## config.mk

```make
export PLATFORM = sky130hd
export DESIGN_NAME = sync_tick_counter
export DESIGN_NICKNAME = d
export VERILOG_FILES = /design/src/rtl/stc_pkg.sv /design/src/rtl/stc_tick_sync.sv /design/src/rtl/stc_counter.sv /design/src/rtl/stc_bus_decode.sv /design/src/rtl/sync_tick_counter.sv
export SDC_FILE = /design/constraint.sdc
export NUM_CORES = 1
export LEC_CHECK = 0
export ABC_AREA = 1
export BUFFER_PORTS_ARGS = -buffer_cell sky130_fd_sc_hd__buf_4
export CAP_MARGIN = 20
export CORE_MARGIN = 2
export CORE_UTILIZATION = 30
export DETAILED_ROUTE_END_ITERATION = 8
export HOLD_SLACK_MARGIN = 0.08
export PLACE_DENSITY_LB_ADDON = 0.15
export SLEW_MARGIN = 20
export SYNTH_ARGS = -nofsm -noshare
export SYNTH_HDL_FRONTEND = slang
export SYNTH_SLANG_ARGS = --single-unit
```

## constraint.sdc

```tcl
create_clock -name clk -period 2.26 [get_ports clk]
set_clock_uncertainty 0.1 [all_clocks]
set_input_delay 0.565 -clock clk [delete_from_list [all_inputs] [get_ports clk]]
set_output_delay 0.565 -clock clk [all_outputs]
set_load 0.01 [all_outputs]
```

## src/rtl/stc_pkg.sv

```systemverilog
package stc_pkg;

  typedef enum logic [1:0] {
    SZ_BYTE = 2'b00,
    SZ_HALF = 2'b01,
    SZ_WORD = 2'b10,
    SZ_RSVD = 2'b11
  } acc_size_e;

  typedef struct packed {
    logic        valid;
    logic        err;
    logic [31:0] data;
  } rsp_t;

endpackage

```

## src/rtl/stc_tick_sync.sv

```systemverilog
module stc_tick_sync #(
  parameter int STAGES = 2
) (
  input  logic clk,
  input  logic rst,
  input  logic tick_async,
  output logic tick_pulse
);

  logic [STAGES-1:0] chain_q;
  logic              last_q;

  // synchronizer chain, one flop per stage
  for (genvar g = 0; g < STAGES; g++) begin : g_stage
    if (g == 0) begin : g_first
      always_ff @(posedge clk) begin
        if (rst) chain_q[0] <= 1'b0;
        else     chain_q[0] <= tick_async;
      end
    end else begin : g_rest
      always_ff @(posedge clk) begin
        if (rst) chain_q[g] <= 1'b0;
        else     chain_q[g] <= chain_q[g-1];
      end
    end
  end

  always_ff @(posedge clk) begin
    if (rst) last_q <= 1'b0;
    else     last_q <= chain_q[STAGES-1];
  end

  assign tick_pulse = chain_q[STAGES-1] & ~last_q;

endmodule

```

## src/rtl/stc_counter.sv

```systemverilog
module stc_counter #(
  parameter int CNT_W = 32
) (
  input  logic             clk,
  input  logic             rst,
  input  logic             inc,
  output logic [CNT_W-1:0] count
);

  logic [CNT_W-1:0] count_q;

  always_ff @(posedge clk) begin
    if (rst)      count_q <= '0;
    else if (inc) count_q <= count_q + CNT_W'(1);
  end

  assign count = count_q;

endmodule

```

## src/rtl/stc_bus_decode.sv

```systemverilog
module stc_bus_decode
  import stc_pkg::*;
#(
  parameter int              ADDR_W   = 12,
  parameter int              DATA_W   = 32,
  parameter logic [ADDR_W-1:0] REV_OFS = 'h000,
  parameter logic [ADDR_W-1:0] CNT_OFS = 'h010,
  parameter logic [DATA_W-1:0] REV_VAL = 'h21
) (
  input  logic              clk,
  input  logic              rst,
  input  logic              req,
  input  logic              we,
  input  logic [1:0]        size,
  input  logic [ADDR_W-1:0] addr,
  input  logic [DATA_W-1:0] count,
  output logic              rsp_valid,
  output logic              rsp_err,
  output logic [DATA_W-1:0] rsp_data,
  output logic [DATA_W/2-1:0] hold
);

  localparam int HALF_W = DATA_W / 2;

  acc_size_e         sz;
  logic              hit_rev;
  logic              hit_cnt;
  logic [DATA_W-1:0] reg_word;
  logic              nxt_err;
  logic [DATA_W-1:0] nxt_data;
  logic [HALF_W-1:0] nxt_hold;
  logic [HALF_W-1:0] hold_q;
  logic              valid_q;
  logic              err_q;
  logic [DATA_W-1:0] data_q;

  assign sz      = acc_size_e'(size);
  assign hit_rev = (addr == REV_OFS);
  assign hit_cnt = (addr == CNT_OFS);
  assign reg_word = hit_rev ? REV_VAL : (hit_cnt ? count : '0);

  always_comb begin
    nxt_err  = 1'b0;
    nxt_data = '0;
    nxt_hold = hold_q;
    if (req) begin
      if (we) begin
        nxt_err = 1'b1;
      end else begin
        unique case (sz)
          SZ_WORD: begin
            if (hit_rev || hit_cnt) nxt_data = reg_word;
            else                    nxt_err  = 1'b1;
          end
          SZ_HALF: begin
            if (addr[0]) begin
              nxt_err = 1'b1;
            end else if (addr[1]) begin
              nxt_data = {{HALF_W{1'b0}}, hold_q};
            end else begin
              nxt_hold = reg_word[DATA_W-1:HALF_W];
              if (hit_rev || hit_cnt) nxt_data = {{HALF_W{1'b0}}, reg_word[HALF_W-1:0]};
              else                    nxt_err  = 1'b1;
            end
          end
          default: nxt_err = 1'b1;
        endcase
      end
    end
  end

  always_ff @(posedge clk) begin
    if (rst) begin
      valid_q <= 1'b0;
      err_q   <= 1'b0;
      data_q  <= '0;
      hold_q  <= '0;
    end else begin
      valid_q <= req;
      err_q   <= nxt_err;
      data_q  <= nxt_data;
      hold_q  <= nxt_hold;
    end
  end

  assign rsp_valid = valid_q;
  assign rsp_err   = err_q;
  assign rsp_data  = data_q;
  assign hold      = hold_q;

endmodule

```

## src/rtl/sync_tick_counter.sv

```systemverilog
module sync_tick_counter #(
  parameter int ADDR_W      = 12,
  parameter int DATA_W      = 32,
  parameter int SYNC_STAGES = 2
) (
  input  logic              clk,
  input  logic              rst,
  input  logic              tick_async,
  input  logic              req,
  input  logic              we,
  input  logic [1:0]        size,
  input  logic [ADDR_W-1:0] addr,
  output logic              rsp_valid,
  output logic [DATA_W-1:0] rsp_data,
  output logic              rsp_err
);

  localparam int HALF_W = DATA_W / 2;

  logic              tick_pulse;
  logic [DATA_W-1:0] count_q;
  logic [HALF_W-1:0] hold_q;

  stc_tick_sync #(.STAGES(SYNC_STAGES)) u_sync (
    .clk        (clk),
    .rst        (rst),
    .tick_async (tick_async),
    .tick_pulse (tick_pulse)
  );

  stc_counter #(.CNT_W(DATA_W)) u_cnt (
    .clk   (clk),
    .rst   (rst),
    .inc   (tick_pulse),
    .count (count_q)
  );

  stc_bus_decode #(.ADDR_W(ADDR_W), .DATA_W(DATA_W)) u_bus (
    .clk       (clk),
    .rst       (rst),
    .req       (req),
    .we        (we),
    .size      (size),
    .addr      (addr),
    .count     (count_q),
    .rsp_valid (rsp_valid),
    .rsp_err   (rsp_err),
    .rsp_data  (rsp_data),
    .hold      (hold_q)
  );

endmodule

```

After elaboration in Yosys (flattened, before gate mapping)
Cells that the tools add are included.

Bits in registers: 85. Bits in latches: 0. RAM bits: 0. Memory bits (read-only): 0. Logic and storage cells: 35. Memories: 0.

Add/sub/neg operators: 1. Multiply operators: 0. Div/mod/pow operators: 0. Order comparisons: 0. Equality and inequality tests: 3. Shifts and indexed selects: 0. Mux-type cells: 12. Bitwise gates (word level): 6. Reduce and logical (&&, ||, !) cells: 5.

Operators with widths (count): 32-bit 2-to-1 mux (5); 32-bit case mux with 2 select lines (1); 32-bit by 1-bit adder with 32-bit output (second input constant) (1); 16-bit 2-to-1 mux (1); 12-bit by 5-bit equality test with 1-bit output (second input constant) (1); 12-bit logical NOT (1); 1-bit NOT (5); 5-bit AND reduction (1); 1-bit 2-to-1 mux (4); 3-bit OR reduction (1); 2-bit by 1-bit equality test with 1-bit output (second input constant) (1); 2-bit equality test (second input constant) (1); 1-bit case mux with 2 select lines (1); 2-bit OR reduction (1); 1-bit AND (1); 1-bit logical OR (1).

Longest topological paths before layout
Word-level depth: 7. Depth in mapped cells: 9. Depth with buffers taken out: 9.

Modules after synthesis
A second synthesis with hierarchy kept.

Cell total of the unflattened synthesis: 546. Area total of the unflattened synthesis: 3955.0 µm².

By module, submodules not included: stc_bus_decode (instances 1, cells each 273, area each 2075.7 µm², seq. area each 1001.0 µm²); stc_counter (instances 1, cells each 263, area each 1793.0 µm², seq. area each 640.6 µm²); stc_tick_sync (instances 1, cells each 10, area each 86.3 µm², seq. area each 60.1 µm²).

Worst setup path before layout
No wires, ideal clock.

Path kind: input -> register. Start: in size[0]. End: reg u_bus.data_q[25], in the netlist u_bus.rsp_data[25]. Arrival: 1.685 ns. Data required time: 2.096 ns. Path slack: 0.411 ns. Cell stages on the path: 7. Buffers on the path: 1. Path through: inv_1 ha_1 or2_2 nor2_4 nand2_1 buf_2 nor2_1.

Word-level cells in the longest chain between the ends: 2. Elaborated cells on any way between the ends: 3. Classes of those cells: 2 x eq/ne; 1 x mux.

Ends and longest elaborated chain: from (decl) (RTL line sync_tick_counter.sv:11) `input logic [1:0] size,`; 2-bit by 1-bit equality test with 1-bit output or 2-bit equality test (tied branches) (RTL line stc_bus_decode.sv:50) `unique case (sz)`; 32-bit case mux with 2 select lines * (RTL line stc_bus_decode.sv:50); to (signal assigned) (RTL line stc_bus_decode.sv:81) `data_q <= nxt_data;`; to (decl) (RTL line stc_bus_decode.sv:35) `logic [DATA_W-1:0] data_q;`.

Every way passes the cells marked *; elsewhere a longest branch is shown, timed or not. A chain may end at the register's enable or synchronous reset.

Final worst setup path
Start: in size[0]. End: reg u_bus.data_q[30], in the netlist u_bus.rsp_data[30].

Same word-level chain as after synthesis.

==> impl_results.html <==
<table>
<tr><th>Metric</th><th>Value</th></tr>
<tr><th colspan="2">Outcome</th></tr>
<tr><td>Result of the run</td><td>finished clean</td></tr>
<tr><th colspan="2">Hold path</th></tr>
<tr><td>Cell depth of the worst min-delay path</td><td>2</td></tr>
<tr><td>Kind of path behind the tightest hold check</td><td>register to register</td></tr>
<tr><th colspan="2">Flow run</th></tr>
<tr><td>Max-cap violations</td><td>0</td></tr>
<tr><th colspan="2">Timing</th></tr>
<tr><td>Total negative slack</td><td>0 ns</td></tr>
<tr><td>Worst-margin pin slew</td><td>0.457 ns</td></tr>
<tr><td>Final worst hold slack</td><td>0.315 ns</td></tr>
<tr><td>Unrepaired setup endpoints after global routing</td><td>no</td></tr>
<tr><td>Setup violators final</td><td>0</td></tr>
<tr><td>Fmax</td><td>593 MHz</td></tr>
<tr><td>Fin worst setup slack</td><td>~0.57 ns</td></tr>
<tr><td>Portion of the clock cycle consumed by the worst path in the final layout</td><td>between 70 and 80%</td></tr>
<tr><td>Min Tclk post-route</td><td>~1.7 ns</td></tr>
<tr><td>Fin. max-slew vios</td><td>0</td></tr>
<tr><td>Hold Violations, Final</td><td>0</td></tr>
<tr><td>Max-slew headroom</td><td>a little over two thirds</td></tr>
<tr><th colspan="2">Critical path</th></tr>
<tr><td>Type of destination of the critical path</td><td>register</td></tr>
<tr><td>Critical Path Slowest Stage Cell</td><td>sky130_fd_sc_hd__or2_2</td></tr>
<tr><td>Number of buffers and inverters on the critical path</td><td>2</td></tr>
<tr><td>Crit start category</td><td>primary input</td></tr>
<tr><td>Critical Path Stages</td><td>7</td></tr>
<tr><td>Category of the critical setup timing path</td><td>primary input to register</td></tr>
<tr><td>Worst Path Arrival</td><td>around 1.9 ns</td></tr>
<tr><td>Worst endpoint required time</td><td>~2.4 ns</td></tr>
<tr><td>Delay of the slowest cell on the worst path</td><td>around 0.33 ns</td></tr>
<tr><td>R2R depth</td><td>8</td></tr>
<tr><td>Ordered list of cells on the worst path</td><td>buf_4 &gt; inv_1 &gt; ha_1 &gt; or2_2 &gt; nor2_4 &gt; nand2_1 &gt; nor2_1</td></tr>
<tr><td>Family with the most delay on the worst path</td><td>simple AND/OR/NAND/NOR gates</td></tr>
<tr><td>Worst-path maximum fanout</td><td>15</td></tr>
<tr><th colspan="2">Route</th></tr>
<tr><td>Residual DRC</td><td>0</td></tr>
<tr><td>Final wirelength</td><td>roughly 10 mm</td></tr>
<tr><td>1st-pass router iterations</td><td>5</td></tr>
<tr><td>Count of vias placed by the detailed router</td><td>roughly 3.5k</td></tr>
<tr><td>Vias per inst</td><td>approximately 4.6</td></tr>
<tr><td>Number of routed nets with antenna violations</td><td>0</td></tr>
<tr><td>Iteration-0 DRC Markers</td><td>238</td></tr>
<tr><td>Wirelength per Cell</td><td>13.6 um</td></tr>
<tr><th colspan="2">Global routing</th></tr>
<tr><td>First-pass GRT wire length</td><td>roughly 17 mm</td></tr>
<tr><td>Overall overflow remaining after global route</td><td>0</td></tr>
<tr><td>Total track usage</td><td>roughly 15%</td></tr>
<tr><td>Number of global-route vias before repair</td><td>3373</td></tr>
<tr><td>Maximum number of pins on one net before global-route repair</td><td>34</td></tr>
<tr><td>Initial antenna violation count</td><td>0</td></tr>
<tr><th colspan="2">Synthesis</th></tr>
<tr><td>Seq/Total Area, Yosys</td><td>a little over two fifths</td></tr>
<tr><td>Nets in the synthesized netlist</td><td>556</td></tr>
<tr><td>Most area-consuming cells after synthesis</td><td>sky130_fd_sc_hd__dfxtp_1, sky130_fd_sc_hd__nor2_1, sky130_fd_sc_hd__nand2_1, sky130_fd_sc_hd__a21oi_1, sky130_fd_sc_hd__o21ai_0</td></tr>
<tr><td>Fraction of synthesized cell area taken by the top area cell type</td><td>42.1%</td></tr>
<tr><td>Synth Area per Inst</td><td>between 7 and 8 um^2</td></tr>
<tr><td>Synthesized cell area</td><td>4050 um^2</td></tr>
<tr><td>Ys Warns</td><td>0</td></tr>
<tr><td>Synthesized netlist cell count</td><td>about 530</td></tr>
<tr><td>Most numerous cell in the Yosys netlist</td><td>sky130_fd_sc_hd__nor2_1</td></tr>
<tr><td>Main synth FF type</td><td>sky130_fd_sc_hd__dfxtp_1</td></tr>
<tr><td>Cell taking the most area after synthesis</td><td>sky130_fd_sc_hd__dfxtp_1</td></tr>
<tr><td>Number of distinct library cell variants in the gate-level netlist after synthesis</td><td>37</td></tr>
<tr><td>Fraction of registers with async set or reset after synthesis</td><td>0%</td></tr>
<tr><td>Number of enable flip-flop cells after synthesis</td><td>0</td></tr>
<tr><td>Commonest cells in the synthesized netlist</td><td>sky130_fd_sc_hd__nor2_1, sky130_fd_sc_hd__dfxtp_1, sky130_fd_sc_hd__nand2_1</td></tr>
<tr><td>Number of synthesized register bits</td><td>85</td></tr>
<tr><th colspan="2">Clocking</th></tr>
<tr><td>Clock-pin slew of the registers on the worst-case setup and hold paths</td><td>~0.07 ns</td></tr>
<tr><td>Number of buffers added for setup after CTS</td><td>0</td></tr>
<tr><td>Clock tree from TritonCTS</td><td>done</td></tr>
<tr><td>TritonCTS Sinks</td><td>85</td></tr>
<tr><td>Clock Path Buffers</td><td>2</td></tr>
<tr><td>Clock latency of the later-clocked register in the worst-skew pair</td><td>between 0.3 and 0.4 ns</td></tr>
<tr><td>CTS resizes</td><td>0</td></tr>
<tr><td>Count of hold-fix buffers inserted at cts</td><td>0</td></tr>
<tr><td>Number of CTS-inserted buffers</td><td>9</td></tr>
<tr><td>Clock tree root driver cell</td><td>sky130_fd_sc_hd__clkbuf_16</td></tr>
<tr><td>Clock H-tree levels</td><td>3</td></tr>
<tr><th colspan="2">Cells and area</th></tr>
<tr><td>Filler Cells Inserted</td><td>approximately 1.4k</td></tr>
<tr><td>Number of diodes</td><td>0</td></tr>
<tr><td>Layout cells sized above 1</td><td>around a quarter</td></tr>
<tr><td>Net count of the finished layout</td><td>a little over 600</td></tr>
<tr><td>Cell Count, Final, Fillers Out</td><td>around 770</td></tr>
<tr><td>Post-synthesis to final-layout area growth</td><td>22.1%</td></tr>
<tr><th colspan="2">Placement</th></tr>
<tr><td>HPWL after detailed placement</td><td>between 7 and 8 mm</td></tr>
<tr><td>RD Place Congestion</td><td>0.899</td></tr>
<tr><td>Pre-CTS setup slack</td><td>roughly 0.19 ns</td></tr>
<tr><td>Placed Cells incl. Taps</td><td>750</td></tr>
<tr><td>Port Buf Inserts</td><td>52</td></tr>
<tr><th colspan="2">Die</th></tr>
<tr><td>Floorplan die width</td><td>about 120 um</td></tr>
<tr><td>CORE AREA</td><td>approximately 13000 um^2</td></tr>
<tr><td>Cell Rows</td><td>between 40 and 50</td></tr>
<tr><td>IO Count</td><td>53</td></tr>
<tr><td>Starting Density</td><td>30.7%</td></tr>
<tr><td>Chip height</td><td>around 120 um</td></tr>
<tr><td>Die area</td><td>between 10000 and 15000 um^2</td></tr>
<tr><th colspan="2">Pwr</th></tr>
<tr><td>Register share of total power</td><td>between 40% and 50%</td></tr>
<tr><td>Final Total Pwr</td><td>3.29 mW</td></tr>
<tr><td>Power density normalized to cell area</td><td>666 nW/um^2</td></tr>
<tr><td>VDD IR max</td><td>0.309 mV</td></tr>
<tr><td>Fraction of power spent switching nets</td><td>between 20% and 30%</td></tr>
<tr><td>Cell internal pwr</td><td>about 2.5 mW</td></tr>
<tr><td>Comb pwr share</td><td>roughly 3.9%</td></tr>
<tr><td>Pleak</td><td>between 1.5 and 2 nW</td></tr>
<tr><td>Psw</td><td>0.745 mW</td></tr>
<tr><td>Clock Power Share</td><td>50.1%</td></tr>
</table>
-- tightest hold or removal path, cell delays in order (launching register included) --
cell and delay [ns]:
sky130_fd_sc_hd__dfxtp_1 0.30, sky130_fd_sc_hd__inv_1 0.04, sky130_fd_sc_hd__nor2_1 0.03
-- state kept, by name, indices dropped and copies added (netlist names) --
name,count
u_bus.hold,16
u_bus.rsp_err,1
u_cnt.count,32
u_sync.last_q,1
u_bus.rsp_data,32
u_sync.chain_q,2
u_bus.rsp_valid,1
-- area by class of cell --
type | count | area, um^2 | area share, %
clock buffers | 9 | 225 | 4.56
clock inverters | 7 | 105 | 2.13
inverters | 64 | 244 | 4.94
multi-input cells | 365 | 1980 | 40.1
flip-flops and latches | 85 | 1700 | 34.5
well taps | 176 | 220 | 4.46
repair buffers | 60 | 463 | 9.37
-- placed cells by master, fill, tap and decap left out, drive strengths merged, types with 2 or more instances in the layout --
cell / synthesis / layout
a21oi: 45 / 45
o21a: 3 / 3
inv: 62 / 65
buf: 16 / 60
nand4: 5 / 5
nor3: 5 / 5
dfxtp: 85 / 85
xnor2: 3 / 3
nor2: 105 / 105
nand2: 88 / 88
nand3b: 3 / 3
xor2: 6 / 6
ha: 3 / 3
clkbuf: 4 / 9
bufinv: 0 / 2
clkinv: 2 / 3
nand3: 54 / 54
o21ai: 42 / 42
-- final timing paths --
| kind | start | to | slack, ns |
|---|---|---|---|
| worst min-delay path | u_sync.chain_q[0] | u_sync.chain_q[1] | 0.32 |
| worst max register to register | u_cnt.count[0] | u_cnt.count[26] | 0.62 |
| worst min register to register | u_sync.chain_q[0] | u_sync.chain_q[1] | 0.32 |
| worst max-delay path | size[0] | u_bus.rsp_data[30] | 0.57 |
-- power groups by stage --
| stage | sequential [mW] | clock, mW | combinational [mW] |
|---|---|---|---|
| 2_1_floorplan | 1.55 | 0 | 0.0763 |
| 3_3_place_gp | 1.55 | 0 | 0.128 |
| 3_5_place_dp | 1.55 | 0 | 0.129 |
| 4_1_cts | 1.51 | 1.69 | 0.129 |
| 5_1_grt | 1.51 | 1.75 | 0.143 |
| 6_report | 1.51 | 1.65 | 0.128 |
-- cells by family after synthesis --
group | count (synthesis) | share of synthesized area, %
fa+ha+maj | 3 | 0.928
compound gates | 90 | 11.8
xor+xnor | 9 | 1.95
flops | 85 | 42.1
simple gates | 263 | 34.3
buf+inv | 84 | 9.00
-- metrics by stage --
step	area (um^2)	util, %
detailed placement	4610	34.9
CTS	4940	37.4
global route	4940	37.4
floorplan	4050	-
global placement	4610	34.9
finish	4940	37.4
-- routing by layer --
metal	global-route usage, %	up-vias	share of wire (%)
li1	-	1811	-
met1	19.3	1614	46
met2	23.8	80	46
met3	3.14	18	5.0
met4	7.65	0	2.3
met5	0	-	0
(Power assumes the default switching activity.)
